`src/rtl/dcap_pkg.sv`:
```
package dcap_pkg;
  localparam int DCAP_DATA_W = 16;
  localparam int DCAP_EXP_W  = 3;
  localparam logic SEL_IPHASE = 1'b1;
  localparam logic SEL_QUAD   = 1'b0;
endpackage

```
`src/rtl/sel_track.sv`:
```
module sel_track (
  input  logic clk,
  input  logic rst,
  input  logic sel,
  output logic cap
);
  logic armed_q;
  logic sel_q;

  always_ff @(posedge clk) begin
    if (rst) begin
      armed_q <= 1'b0;
      sel_q   <= 1'b0;
    end else begin
      armed_q <= 1'b1;
      sel_q   <= sel;
    end
  end

  assign cap = armed_q && (sel != sel_q);


  first_edge_quiet_chk: assert property (@(posedge clk) disable iff (rst)
    $past(rst) |-> !cap);
endmodule

```
`src/rtl/sample_latch.sv`:
```
module sample_latch #(
  parameter int DATA_W = dcap_pkg::DCAP_DATA_W,
  parameter int EXP_W  = dcap_pkg::DCAP_EXP_W
) (
  input  logic              clk,
  input  logic              rst,
  input  logic              take,
  input  logic              chan,
  input  logic [DATA_W-1:0] din,
  input  logic [EXP_W-1:0]  ein,
  output logic              out_valid,
  output logic              out_chan,
  output logic [DATA_W-1:0] out_data,
  output logic [EXP_W-1:0]  out_exp
);
  always_ff @(posedge clk) begin
    if (rst) begin
      out_valid <= 1'b0;
      out_chan  <= 1'b0;
      out_data  <= '0;
      out_exp   <= '0;
    end else begin
      out_valid <= take;
      if (take) begin
        out_chan <= chan;
        out_data <= din;
        out_exp  <= ein;
      end
    end
  end


  idle_holds_word_chk: assert property (@(posedge clk) disable iff (rst)
    !out_valid |-> $stable(out_data) || $past(rst));
endmodule

```
`src/rtl/iq_pair.sv`:
```
module iq_pair #(
  parameter int DATA_W = dcap_pkg::DCAP_DATA_W,
  parameter int EXP_W  = dcap_pkg::DCAP_EXP_W
) (
  input  logic              clk,
  input  logic              rst,
  input  logic              cplx,
  input  logic              cap,
  input  logic              sel,
  input  logic [DATA_W-1:0] din,
  input  logic [EXP_W-1:0]  ein,
  output logic              drop,
  output logic              pair_valid,
  output logic [DATA_W-1:0] pair_i,
  output logic [EXP_W-1:0]  pair_i_exp,
  output logic [DATA_W-1:0] pair_q,
  output logic [EXP_W-1:0]  pair_q_exp,
  output logic              err
);
  import dcap_pkg::*;

  logic              pend_q;
  logic [DATA_W-1:0] hold_d;
  logic [EXP_W-1:0]  hold_e;
  logic              is_i;
  logic              is_q;

  assign is_i = cplx && cap && (sel == SEL_IPHASE);
  assign is_q = cplx && cap && (sel == SEL_QUAD);
  assign drop = is_q && !pend_q;

  always_ff @(posedge clk) begin
    if (rst) begin
      pend_q     <= 1'b0;
      hold_d     <= '0;
      hold_e     <= '0;
      pair_valid <= 1'b0;
      pair_i     <= '0;
      pair_i_exp <= '0;
      pair_q     <= '0;
      pair_q_exp <= '0;
      err        <= 1'b0;
    end else begin
      pair_valid <= 1'b0;
      if (!cplx) begin
        pend_q <= 1'b0;
      end else if (is_i) begin
        hold_d <= din;
        hold_e <= ein;
        pend_q <= 1'b1;
      end else if (is_q) begin
        if (pend_q) begin
          pair_valid <= 1'b1;
          pair_i     <= hold_d;
          pair_i_exp <= hold_e;
          pair_q     <= din;
          pair_q_exp <= ein;
          pend_q     <= 1'b0;
        end else begin
          err <= 1'b1;
        end
      end
    end
  end


  orphan_q_flags_chk: assert property (@(posedge clk) disable iff (rst)
    drop |=> err && !pair_valid);


  err_sticky_chk: assert property (@(posedge clk) disable iff (rst)
    err |=> err);
endmodule

```
`src/rtl/dual_strobe_capture.sv`:
```
module dual_strobe_capture #(
  parameter int DATA_W = dcap_pkg::DCAP_DATA_W,
  parameter int EXP_W  = dcap_pkg::DCAP_EXP_W
) (
  input  logic              clk,
  input  logic              rst,
  input  logic              cplx_en,
  input  logic              sel,
  input  logic [DATA_W-1:0] din,
  input  logic [EXP_W-1:0]  ein,
  output logic              out_valid,
  output logic              out_chan,
  output logic [DATA_W-1:0] out_data,
  output logic [EXP_W-1:0]  out_exp,
  output logic              pair_valid,
  output logic [DATA_W-1:0] pair_i,
  output logic [EXP_W-1:0]  pair_i_exp,
  output logic [DATA_W-1:0] pair_q,
  output logic [EXP_W-1:0]  pair_q_exp,
  output logic              iq_err
);
  logic cap;
  logic drop;
  logic take;

  sel_track u_track (
    .clk (clk),
    .rst (rst),
    .sel (sel),
    .cap (cap)
  );

  iq_pair #(.DATA_W(DATA_W), .EXP_W(EXP_W)) u_pair (
    .clk        (clk),
    .rst        (rst),
    .cplx       (cplx_en),
    .cap        (cap),
    .sel        (sel),
    .din        (din),
    .ein        (ein),
    .drop       (drop),
    .pair_valid (pair_valid),
    .pair_i     (pair_i),
    .pair_i_exp (pair_i_exp),
    .pair_q     (pair_q),
    .pair_q_exp (pair_q_exp),
    .err        (iq_err)
  );

  assign take = cap && !drop;

  sample_latch #(.DATA_W(DATA_W), .EXP_W(EXP_W)) u_latch (
    .clk       (clk),
    .rst       (rst),
    .take      (take),
    .chan      (sel),
    .din       (din),
    .ein       (ein),
    .out_valid (out_valid),
    .out_chan  (out_chan),
    .out_data  (out_data),
    .out_exp   (out_exp)
  );


  tag_matches_sel_chk: assert property (@(posedge clk) disable iff (rst)
    out_valid |-> out_chan == $past(sel));


  held_sel_no_take_chk: assert property (@(posedge clk) disable iff (rst)
    (sel == $past(sel)) |=> !out_valid);


  pair_with_quad_chk: assert property (@(posedge clk) disable iff (rst)
    pair_valid |-> out_valid && !out_chan && out_data == pair_q);
endmodule

```
`config.mk`:
```
export PLATFORM = sky130hd
export DESIGN_NAME = dual_strobe_capture
export DESIGN_NICKNAME = d
export VERILOG_FILES = /design/src/rtl/dcap_pkg.sv /design/src/rtl/sel_track.sv /design/src/rtl/sample_latch.sv /design/src/rtl/iq_pair.sv /design/src/rtl/dual_strobe_capture.sv
export SDC_FILE = /design/constraint.sdc
export NUM_CORES = 1
export LEC_CHECK = 0
export ABC_AREA = 1
export BUFFER_PORTS_ARGS = -buffer_cell sky130_fd_sc_hd__buf_2
export CAP_MARGIN = 20
export CORE_AREA = 2 2 69 137
export CTS_CLUSTER_DIAMETER = 40
export DETAILED_ROUTE_END_ITERATION = 12
export DIE_AREA = 0 0 71 139
export PLACE_DENSITY = 0.63
export SLEW_MARGIN = 20
export SYNTH_ARGS = -nofsm -noshare
export SYNTH_HDL_FRONTEND = slang
export SYNTH_SLANG_ARGS = --single-unit
```
`constraint.sdc`:
```
create_clock -name clk -period 1.2 [get_ports clk]
set_input_delay 0.12 -clock clk [delete_from_list [all_inputs] [get_ports clk]]
set_output_delay 0.12 -clock clk [all_outputs]
set_load 0.01 [all_outputs]
```
==> summary.md, run 1 <==
| Metric | Value |
|---|---|
| Status | finished with violations |
| Failing checks | negative setup slack |
| Die X-Extent | 71 µm |
| Routed Antenna Nets | 0 |
| Clock Path Buffers | 2 |
| Mean area per synthesized cell | 7.59 µm² |
| Hpwl dp | 6030 µm |
| Met2 wire length | 5430 µm |
| Cell accounting for the most synthesized area | dfxtp_1 |
| Synthesized area | 3040 µm² |
| Synth warn | 0 |
| Most common cell in the netlist | nor2_1 |
| EDFF count, synth | 0 |
| Clk sinks | 83 |
| Largest net degree at the start of global routing | 39 |
| Crit-path max FO | 13 |
| Final Wtd Congestion | 0.753 |
| RSZ-0062 raised after global routing | yes |
| Syn_nets | 424 |
| Share of the yosys chip area belonging to registers | 0.546 |
| Clk Latency, worst-skew pair | 0.34 ns |
| Async SR Flop Fraction | 0 |
| WL per Instance | 15.3 µm |
| Die area | 9870 µm² |
| Starting Density | 0.342 |
| Commonest cells post-synth | nor2_1 (159), dfxtp_1 (83), o21ai_0 (33) |
| Max layer used | met4 |
| Worst Hold Class | input port to register |
| Post-Synth XOR/XNOR Area | 0 |
| Static Leak | 0.00218 µW |
| Met1 WL | 3260 µm |
| Power Density | 1490 nW/µm² |
| CTS H-tree depth | 3 |
| Yosys reg bits | 83 |
| Area Growth Syn to Fin | 42.1% |
| Mux cell area share after synthesis | 0 |
| Chip Height | 139 µm |
| Worst-Margin Slew | 0.275 ns |
| Overall Global Routing Usage | 0.180 |
| DRT Pass-1 Iters | 4 |
| Worst rel slew slack | 0.817 |
| Ports | 84 |
| Area share of the largest cell type after synthesis | 0.546 |
| CTS tree | done |
| Min cycle time layout | 1.29 ns |
| Worst VDD drop | 1.07 mV |
| Routed WL | 9300 µm |
| IO buf count | 83 |
| Reg2reg start | u_track.sel_q |
| DRC viols | 0 |
| Main combinational cell family by area after synthesis | simple AND/OR/NAND/NOR gates |
| Final setup violation count | 40 |
| Final setup margin | -0.0896 ns |
| Final hold violations | 0 |
| Post-Synth Adder-Cell Area | 0 |
| Ranking of synthesized cells by area | dfxtp_1 (55%), nor2_1 (20%), o21ai_0 (5.4%) |
| Metal3 WL | 360 µm |
| Core box area | 8890 µm² |
| DR vias | 2907 |
| Mapped Cells | 401 |
| Top FF cell, synth | dfxtp_1 |
| Overflow after GRT | 0 |
| Kind of critical path | register to register |
| Clk_skew | 0.00610 ns |
| FMAX | 0.775 GHz |
| Nets | 523 |
| Num CTS Buffers | 9 |
| Fin crit share | 1.07 |
| Post-Synth Simple-Gate Area | 0.273 |
| Rows | 49 |
| Hold Startpoint | din[1] |
| Max-cap check violation count | 0 |
| First-pass GRT wire length | 13500 µm |
| CP Data Required Time | 1.43 ns |
| Critical Path Source Type | register |
| Final Max Slew Viols | 0 |
| Initial antenna violation count | 0 |
| Synth cell types | 20 |
| Pre-CTS setup slack | -0.394 ns |
| Initial DRC count | 165 |
| Crit end category | register |
| Critical path launch point | u_track.sel_q |
| Clk root buf | clkbuf_16 |
| Diodes inserted | 0 |
| Reg clk slew, reported paths | 0.06 ns |
| Vias per inst | 4.80 |
| Worst EP arrival | 1.52 ns |
| Vias in the first global route | 2644 |
| Compound-Gate Fraction of Synth Area | 0.0979 |
| Hold_buf cts | 0 |
| Layout cells sized above 1 | 0.337 |
| Utilization after layout | 0.486 |
## per-stage QoR
step	cell area, µm²	total power [µW]	cells	hold slack (ns)	TNS [ns]
after floorplan	3040	3190	401	0.192	0
after global placement	3620	3400	579	0.373	-9.56
after detailed placement	3620	3400	579	0.376	-10.32
after CTS	4080	6360	597	0.0256	-1.65
after global routing	4320	6640	606	0.0373	-6.15
final	4320	6420	606	0.0274	-2.01
## where the power goes
| part | leakage, µW | total [µW] | internal (µW) | switching (µW) |
|---|---|---|---|---|
| Sequential | 0.000675 | 2890 | 2840 | 52.6 |
| Clock | 0.000156 | 2960 | 1870 | 1090 |
| Combinational | 0.00135 | 564 | 238 | 327 |
| Total | 0.00218 | 6420 | 4950 | 1470 |
## area by class of cell
class	instances	area (µm²)
Clock inverter	4	73.8
Inverter	26	103
Sequential cell	83	1670
Clock buffer	11	243
Timing Repair Buffer	111	811
Tap cell	102	128
Multi-Input combinational cell	269	1300
Fill cell	870	4570
## path summary, 6_finish.rpt
check	depth (start not counted)	slack, ns	endpoint
worst min-delay path	3	0.03	u_pair.pair_q[1]
worst max-delay path	7	-0.09	u_pair.pair_q[3]
worst max register to register	7	-0.09	u_pair.pair_q[3]
worst min register to register	2	0.47	u_latch.out_data[3]
## flip-flops by register name, summed over array words and instances, names as in the netlist, 3 cells and up
signal / cells
u_latch.out_data: 16
u_latch.out_exp: 3
u_pair.hold_d: 16
u_pair.hold_e: 3
u_pair.pair_i: 16
u_pair.pair_i_exp: 3
u_pair.pair_q: 16
u_pair.pair_q_exp: 3
## cell usage in the layout (no fill, tap or decap), types with 2 or more instances in the layout
cell type	n
buf_12	7
buf_8	3
nand2_1	22
nor2_2	18
o21ai_0	32
nand2_4	2
buf_2	83
nand3_1	19
bufinv_16	2
inv_1	23
buf_6	6
nor2_4	10
a21oi_1	11
dfxtp_1	81
o21ai_1	7
a21oi_2	8
inv_4	2
buf_4	9
nor2_1	135
clkbuf_16	12
## worst max-delay path, cell delays in order (launching register included)
cell and delay (ns):
dfxtp_4 0.37, nand4_4 0.09, buf_6 0.14, nor2_4 0.15, inv_4 0.10, buf_8 0.17, nor2_1 0.11, nor2_1 0.05
## metal layers
layer | up-vias | GRT usage
li1 | 1456 | -
met1 | 1356 | 0.177
met2 | 77 | 0.351
met3 | 18 | 0.0342
met4 | 0 | 0.0745
met5 | - | 0
## logic make-up after synthesis
family,Yosys count
AND/OR/NAND/NOR,208
flip-flops,83
AO/OA/AOI/OAI,59
buffers and inverters,51
## timing repair
item / CTS / global route
endpoints found under the setup margin: 58 / 76
hold endpoints to repair: 0 / 0
buffers inserted: 1 / 3
pin swaps: 5 / 9
cloned: 2 / 6
gates resized for setup: 38 / 26
No activity file was read; power rests on OpenSTA's default activity.
==> run 2: changes to the inputs <==
--- a/config.mk
+++ b/config.mk
@@ -13,6 +13,7 @@
 export DETAILED_ROUTE_END_ITERATION = 12
 export DIE_AREA = 0 0 71 139
 export PLACE_DENSITY = 0.63
+export SETUP_SLACK_MARGIN = 0.15
 export SLEW_MARGIN = 20
 export SYNTH_ARGS = -nofsm -noshare
 export SYNTH_HDL_FRONTEND = slang
==> run 2 against run 1 <==
The run still ends with negative setup slack left. Clock-buffer cell count is the same. Register-to-register slack better by 0.04 ns. Clock power increased by 6%. Clock skew is 0.00071 ns higher. Core utilization is 2.4 points higher. Routed wire length down 2.5%. Non-clock buffer count decreased by 1. Design area increased by 4.9%. Final cell count shrank 0.50%. Critical path type unchanged. Critical endpoint is now u_latch.out_data[2].
==> summary.md, run 2 (synthesized netlist as in run 1, its figures left out) <==
| Metric | Value |
|---|---|
| Status | finished with violations |
| Failing checks | negative setup slack |
| Initial antenna violation count | 0 (unchanged) |
| Worst VDD drop | 1.02 mV (-4.7%) |
| Rows | 49 (unchanged) |
| Max-cap check violation count | 0 (unchanged) |
| Num CTS Buffers | 9 (unchanged) |
| Vias in the first global route | 2918 (+10%) |
| Hold_buf cts | 0 (unchanged) |
| Clk Latency, worst-skew pair | 0.34 ns (about the same) |
| CTS H-tree depth | 3 (unchanged) |
| Ports | 84 (unchanged) |
| Clk sinks | 83 (unchanged) |
| Crit end category | register |
| Final Max Slew Viols | 0 (unchanged) |
| CP Data Required Time | 1.43 ns (about the same) |
| Crit path max-delay family | simple AND/OR/NAND/NOR gates |
| Worst-Margin Slew | 0.264 ns (-0.0112 ns) |
| CP Buf/Inv Count | 3 (unchanged) |
| Static Leak | 0.00221 µW (+1.5%) |
| Routed Antenna Nets | 0 (unchanged) |
| Min cycle time layout | 1.25 ns (-0.0377 ns) |
| Hpwl dp | 5710 µm (-5.3%) |
| DRC viols | 0 (unchanged) |
| Number of fill cells in the layout | 844 (-3.0%) |
| Final setup margin | -0.0519 ns (+0.0377 ns) |
| Worst-path cell chain | nor2_1 -> nor2_4 -> inv_2 -> nor2_4 -> buf_12 -> buf_12 -> nor2_1 -> nor2_1 |
| FF/Latch Area | 1670 µm² (+0.23%) |
| Worst rel slew slack | 0.824 (+0.00769) |
| Clock Path Buffers | 2 (unchanged) |
| Commonest non-fill, non-tap cell in the layout | nor2_1 |
| IO buf count | 83 (unchanged) |
| Reg clk slew, reported paths | 0.06 ns (about the same) |
| Initial DRC count | 120 (-27%) |
| Area Growth Syn to Fin | 49.1% |
| WL per Instance | 15.0 µm (-2.0%) |
| Most frequent cells in the layout | nor2_1 (103), buf_2 (83), dfxtp_1 (80), nor2_2 (38), o21ai_0 (32) |
| Layout cells sized above 1 | 0.425 (+0.0878) |
| Routed WL | 9060 µm (-2.5%) |
| Die area | 9870 µm² (unchanged) |
| Largest net degree at the start of global routing | 61 (+56%) |
| First-pass GRT wire length | 14000 µm (+3.8%) |
| Worst Hold Class | input port to register |
| Clk_skew | 0.00681 ns (+0.000710 ns) |
| Core box area | 8890 µm² (unchanged) |
| Crit-path max FO | 7 (-6) |
| Starting Density | 0.342 (unchanged) |
| Chip Height | 139 µm (unchanged) |
| Worst EP arrival | 1.48 ns (-0.04 ns) |
| Fin crit share | 1.04 (-0.0314) |
| Final setup violation count | 47 (+18%) |
| Nets | 520 (-0.57%) |
| DR vias | 2902 (-0.17%) |
| DRT Pass-1 Iters | 4 (unchanged) |
| CTS tree | done |
| Most used cell, CP | nor2_1 |
| Final hold violations | 0 (unchanged) |
| Critical Path Source Type | register |
| Clk root buf | clkbuf_16 |
| Power Density | 1470 nW/µm² (-1.2%) |
| Overflow after GRT | 0 (unchanged) |
| Utilization after layout | 0.510 (+0.0241) |
| RSZ-0062 raised after global routing | yes |
| Die X-Extent | 71 µm (unchanged) |
| Vias per inst | 4.81 (+0.32%) |
| CP max stage cell | dfxtp_4 |
| Final Wtd Congestion | 0.794 (+5.5%) |
| Setup TNS | -0.892 ns (+1.12 ns) |
| Overall Global Routing Usage | 0.179 (-0.000709) |
| Post-route total power | 6660 µW (+3.7%) |
| FMAX | 0.799 GHz (+3.0%) |
| Multi-input gate area | 1470 µm² (+13%) |
| Slowest Stage Delay on Critical Path | 0.36 ns (about the same) |
| Kind of critical path | register to register |
| Diodes inserted | 0 (unchanged) |
-- run 2: cell types whose count changed in the layout (fill, tap and decap cells not counted), moves of 2 or more --
cell and delta:
nor2_1 -32, nor2_2 +20, nor2_4 +11, a21oi_1 -10
a21oi_2 +10, buf_4 -2
-- run 2: worst paths after layout --
path	startpoint	to	slack [ns]	depth (start not counted)
max	u_track.sel_q	u_latch.out_data[2]	-0.05	8
min	din[14]	u_pair.pair_q[14]	0.03	3
max reg2reg	u_track.sel_q	u_latch.out_data[2]	-0.05	8
min reg2reg	u_latch.out_data[9]	u_latch.out_data[9]	0.46	2
-- run 2: per-stage QoR --
stage	hold slack (ns)	instance area (µm²)	cells	setup slack, ns
CTS	0.0242	4310	595	-0.0260
finish	0.0293	4540	603	-0.0519
global route	0.0456	4540	603	-0.126
detailed placement	0.368	3610	575	-0.0292
floorplan	0.192	3090	401	0.0692
global placement	0.365	3610	575	-0.0139
-- run 2: tightest hold or removal path, delay by kind of cell --
kind / cells / cell delay [ns]
AND/OR/NAND/NOR: 2 / 0.13
buffers and inverters: 1 / 0.08
-- run 2: area by class of cell --
class                   count  share of cell area
inverters                  26              0.0221
flip-flops and latches     83               0.368
clock inverters             4              0.0218
clock buffers              11              0.0535
repair buffers            110               0.182
well taps                 102              0.0281
multi-input cells         267               0.324
-- run 2: repair_timing --
action	4_1_cts	5_1_grt
hold endpoints to repair	0	0
cloned	1	6
setup buffers	4	2
pin swaps	22	9
resized for setup	86	35
endpoints found under the setup margin	79	80
-- run 2: metal layers --
metal	track usage	vias to the layer above	part of all wire
met5	0	-	0
met4	0.100	0	0.042
met3	0.0320	25	0.039
met2	0.310	84	0.55
met1	0.202	1346	0.37
li1	-	1447	-
-- run 2: power breakdown --
group	internal (µW)	switching, µW	leakage [µW]
Sequential	2840	57.7	0.000676
Combinational	265	348	0.00137
Clock	2080	1070	0.000166
==> run 3: changes to the inputs <==
--- a/config.mk
+++ b/config.mk
@@ -6,13 +6,12 @@
 export NUM_CORES = 1
 export LEC_CHECK = 0
 export ABC_AREA = 1
-export BUFFER_PORTS_ARGS = -buffer_cell sky130_fd_sc_hd__buf_2
-export CAP_MARGIN = 20
-export CORE_AREA = 2 2 69 137
+export CORE_AREA = 2 2 56 111
 export CTS_CLUSTER_DIAMETER = 40
 export DETAILED_ROUTE_END_ITERATION = 12
-export DIE_AREA = 0 0 71 139
-export PLACE_DENSITY = 0.63
+export DIE_AREA = 0 0 58 113
+export DONT_BUFFER_PORTS = 1
+export PLACE_DENSITY = 0.75
 export SETUP_SLACK_MARGIN = 0.15
 export SLEW_MARGIN = 20
 export SYNTH_ARGS = -nofsm -noshare
==> run 3 against run 2 <==
Global-route usage increased by 14 points. Sequential cell count stayed put. Total power fell by 4.7%. Combinational power is 16% lower. The flow finishes with violations (negative hold slack, negative setup slack). Via count grew 4.2%. Fmax is 14% lower. Worst setup slack got worse by 0.20 ns.
==> summary.md, run 3 (synthesized netlist as in run 1, its figures left out) <==
| Metric | Value |
|---|---|
| Status | finished with violations |
| Failing checks | negative hold slack, negative setup slack |
| RSZ-0062 raised after global routing | yes |
| Chip Height | 113 µm (-19%) |
| Routed Antenna Nets | 0 (unchanged) |
| IO buf count | 0 (-100%) |
| WL per Instance | 21.6 µm (+44%) |
| Final Wtd Congestion | 0.838 (+5.4%) |
| Clk_skew | 0.00834 ns (+0.00153 ns) |
| Sink of the worst hold path | u_pair.err |
| Multi-input gate area | 1610 µm² (+9.4%) |
| FMAX | 0.690 GHz (-14%) |
| Die area | 6550 µm² (-34%) |
| Initial antenna violation count | 0 (unchanged) |
| Layout cells sized above 1 | 0.296 (-0.130) |
| Core box area | 5660 µm² (-36%) |
| Most frequent cells in the layout | nor2_1 (99), dfxtp_1 (81), nor2_4 (51), o21ai_0 (27) |
| Routed WL | 11100 µm (+22%) |
| DRC viols | 0 (unchanged) |
| Worst Hold Class | input port to register |
| First-pass GRT wire length | 15400 µm (+9.5%) |
| Flop2flop setup slack | -0.25 ns (-0.20 ns) |
| Cells on worst reg2reg path | 9 (+1) |
| Starting Density | 0.538 (+0.195) |
| Reg2reg start | u_track.sel_q |
| CP Data Required Time | 1.43 ns (about the same) |
| Clk root buf | clkbuf_16 |
| Power Density | 1390 nW/µm² (-5.3%) |
| Final Max Slew Viols | 0 (unchanged) |
| Ports | 84 (unchanged) |
| CTS tree | done |
| Final hold violations | 22 (+22) |
| Overall Global Routing Usage | 0.317 (+0.138) |
| Clock Path Buffers | 2 (unchanged) |
| Worst rel slew slack | 0.700 (-0.125) |
| Hpwl dp | 5130 µm (-10%) |
| Final setup margin | -0.250 ns (-0.198 ns) |
| Max-cap check violation count | 0 (unchanged) |
| Utilization after layout | 0.807 (+0.297) |
| Rows | 39 (-20%) |
| Worst EP arrival | 1.68 ns (+0.20 ns) |
| Worst-Margin Slew | 0.449 ns (+0.185 ns) |
| Hold Slack | -0.145 ns (-0.175 ns) |
| Clk sinks | 83 (unchanged) |
| Kind of critical path | register to register |
| Fin crit share | 1.21 (+0.165) |
| Worst VDD drop | 1.76 mV (+72%) |
| Final setup violation count | 81 (+72%) |
| DRT Pass-1 Iters | 5 (+1) |
| Crit-path max FO | 8 (+1) |
| Hold Path Cell Cnt | 1 (-2) |
| Number of fill cells in the layout | 317 (-62%) |
| Num CTS Buffers | 9 (unchanged) |
| CTS H-tree depth | 3 (unchanged) |
| FF/Latch Area | 1660 µm² (-0.37%) |
| Largest net degree at the start of global routing | 34 (-44%) |
| DR vias | 3024 (+4.2%) |
| Min cycle time layout | 1.45 ns (+0.198 ns) |
| Nets | 468 (-10%) |
| Area Growth Syn to Fin | 50.1% |
| Vias per inst | 5.92 (+23%) |
| Crit end category | register |
| Static Leak | 0.00193 µW (-13%) |
| Die X-Extent | 58 µm (-18%) |
| Clk Latency, worst-skew pair | 0.34 ns (about the same) |
| Initial DRC count | 262 (+120%) |
| Hold Startpoint | rst |
| Hold_buf cts | 21 (+21) |
| Diodes inserted | 0 (unchanged) |
| Overflow after GRT | 0 (unchanged) |
| Reg clk slew, reported paths | 0.06 ns (about the same) |
| Critical Path Source Type | register |
| RR Endpoint | u_pair.hold_d[15] |
| Commonest non-fill, non-tap cell in the layout | nor2_1 |
| Fin cells | 511 (-15%) |
| Post-route total power | 6350 µW (-4.7%) |
| Placed Cells | 450 (-22%) |
| Vias in the first global route | 3157 (+8.2%) |
-- run 3: cell types whose count changed in the layout (fill, tap and decap cells not counted), sizes merged --
cell / before / now
nor2: 162 / 163
dlygate4sd3: 0 / 21
nand2: 24 / 25
buf: 107 / 31
bufinv: 3 / 2
clkinvlp: 0 / 1
clkinv: 1 / 2
clkbuf: 14 / 15
-- run 3: worst max path at each step --
stage | endpoint | slack (ns) | start
3_3_place_gp | u_latch.out_chan | -0.26 | u_track.sel_q
3_5_place_dp | u_latch.out_chan | -0.38 | u_track.sel_q
4_1_cts | u_pair.pair_i[0] | -0.15 | u_track.sel_q
2_1_floorplan | u_pair.pair_q[10] | 0.07 | u_track.sel_q
6_report | u_pair.hold_d[15] | -0.25 | u_track.sel_q
5_1_grt | u_pair.hold_d[15] | -0.28 | u_track.sel_q
-- run 3: stage by stage --
stage / TNS, ns / hold slack [ns] / setup WS, ns / cell area (µm²)
6_report: -13.58 / -0.145 / -0.250 / 4570
5_1_grt: -17.97 / -0.151 / -0.278 / 4570
4_1_cts: -8.36 / -0.151 / -0.149 / 4240
3_5_place_dp: -12.03 / 0.197 / -0.376 / 3120
3_3_place_gp: -9.05 / 0.195 / -0.257 / 3120
2_1_floorplan: 0 / 0.192 / 0.0692 / 3090
-- run 3: what timing repair did --
item                                    CTS  global route
resized for setup                        90            68
buffers inserted                          7             0
pin swaps                                12            21
hold endpoints to repair                 43            22
endpoints found under the setup margin   79            81
gates cloned                             13             4
-- run 3: layout make-up --
cell class / count / area share
clock buffer: 11 / 0.0509
clock inverter: 5 / 0.0170
inverter: 26 / 0.0241
multi-input combinational: 269 / 0.352
sequential: 83 / 0.364
tap: 61 / 0.0167
timing repair buffer: 56 / 0.175
-- run 3: critical path, cell delays in order, from the launching register on --
cell,delay (ns)
dfxtp_2,0.33
buf_4,0.11
buf_6,0.10
inv_2,0.03
nand4_1,0.07
buf_6,0.22
clkbuf_16,0.19
nor2_1,0.05
a21oi_1,0.17
nor2_1,0.06
-- run 3: routing by layer --
layer  track usage  share of wire  vias up
met5             0              0        -
met4         0.206          0.060        0
met3        0.0743          0.075       52
met2         0.571           0.57      194
met1         0.308           0.30     1426
li1              -              -     1352
-- run 3: power by group --
group          switching, µW  internal (µW)
sequential               100           2840
clock                   1080           1820
combinational            291            222
total                   1470           4880
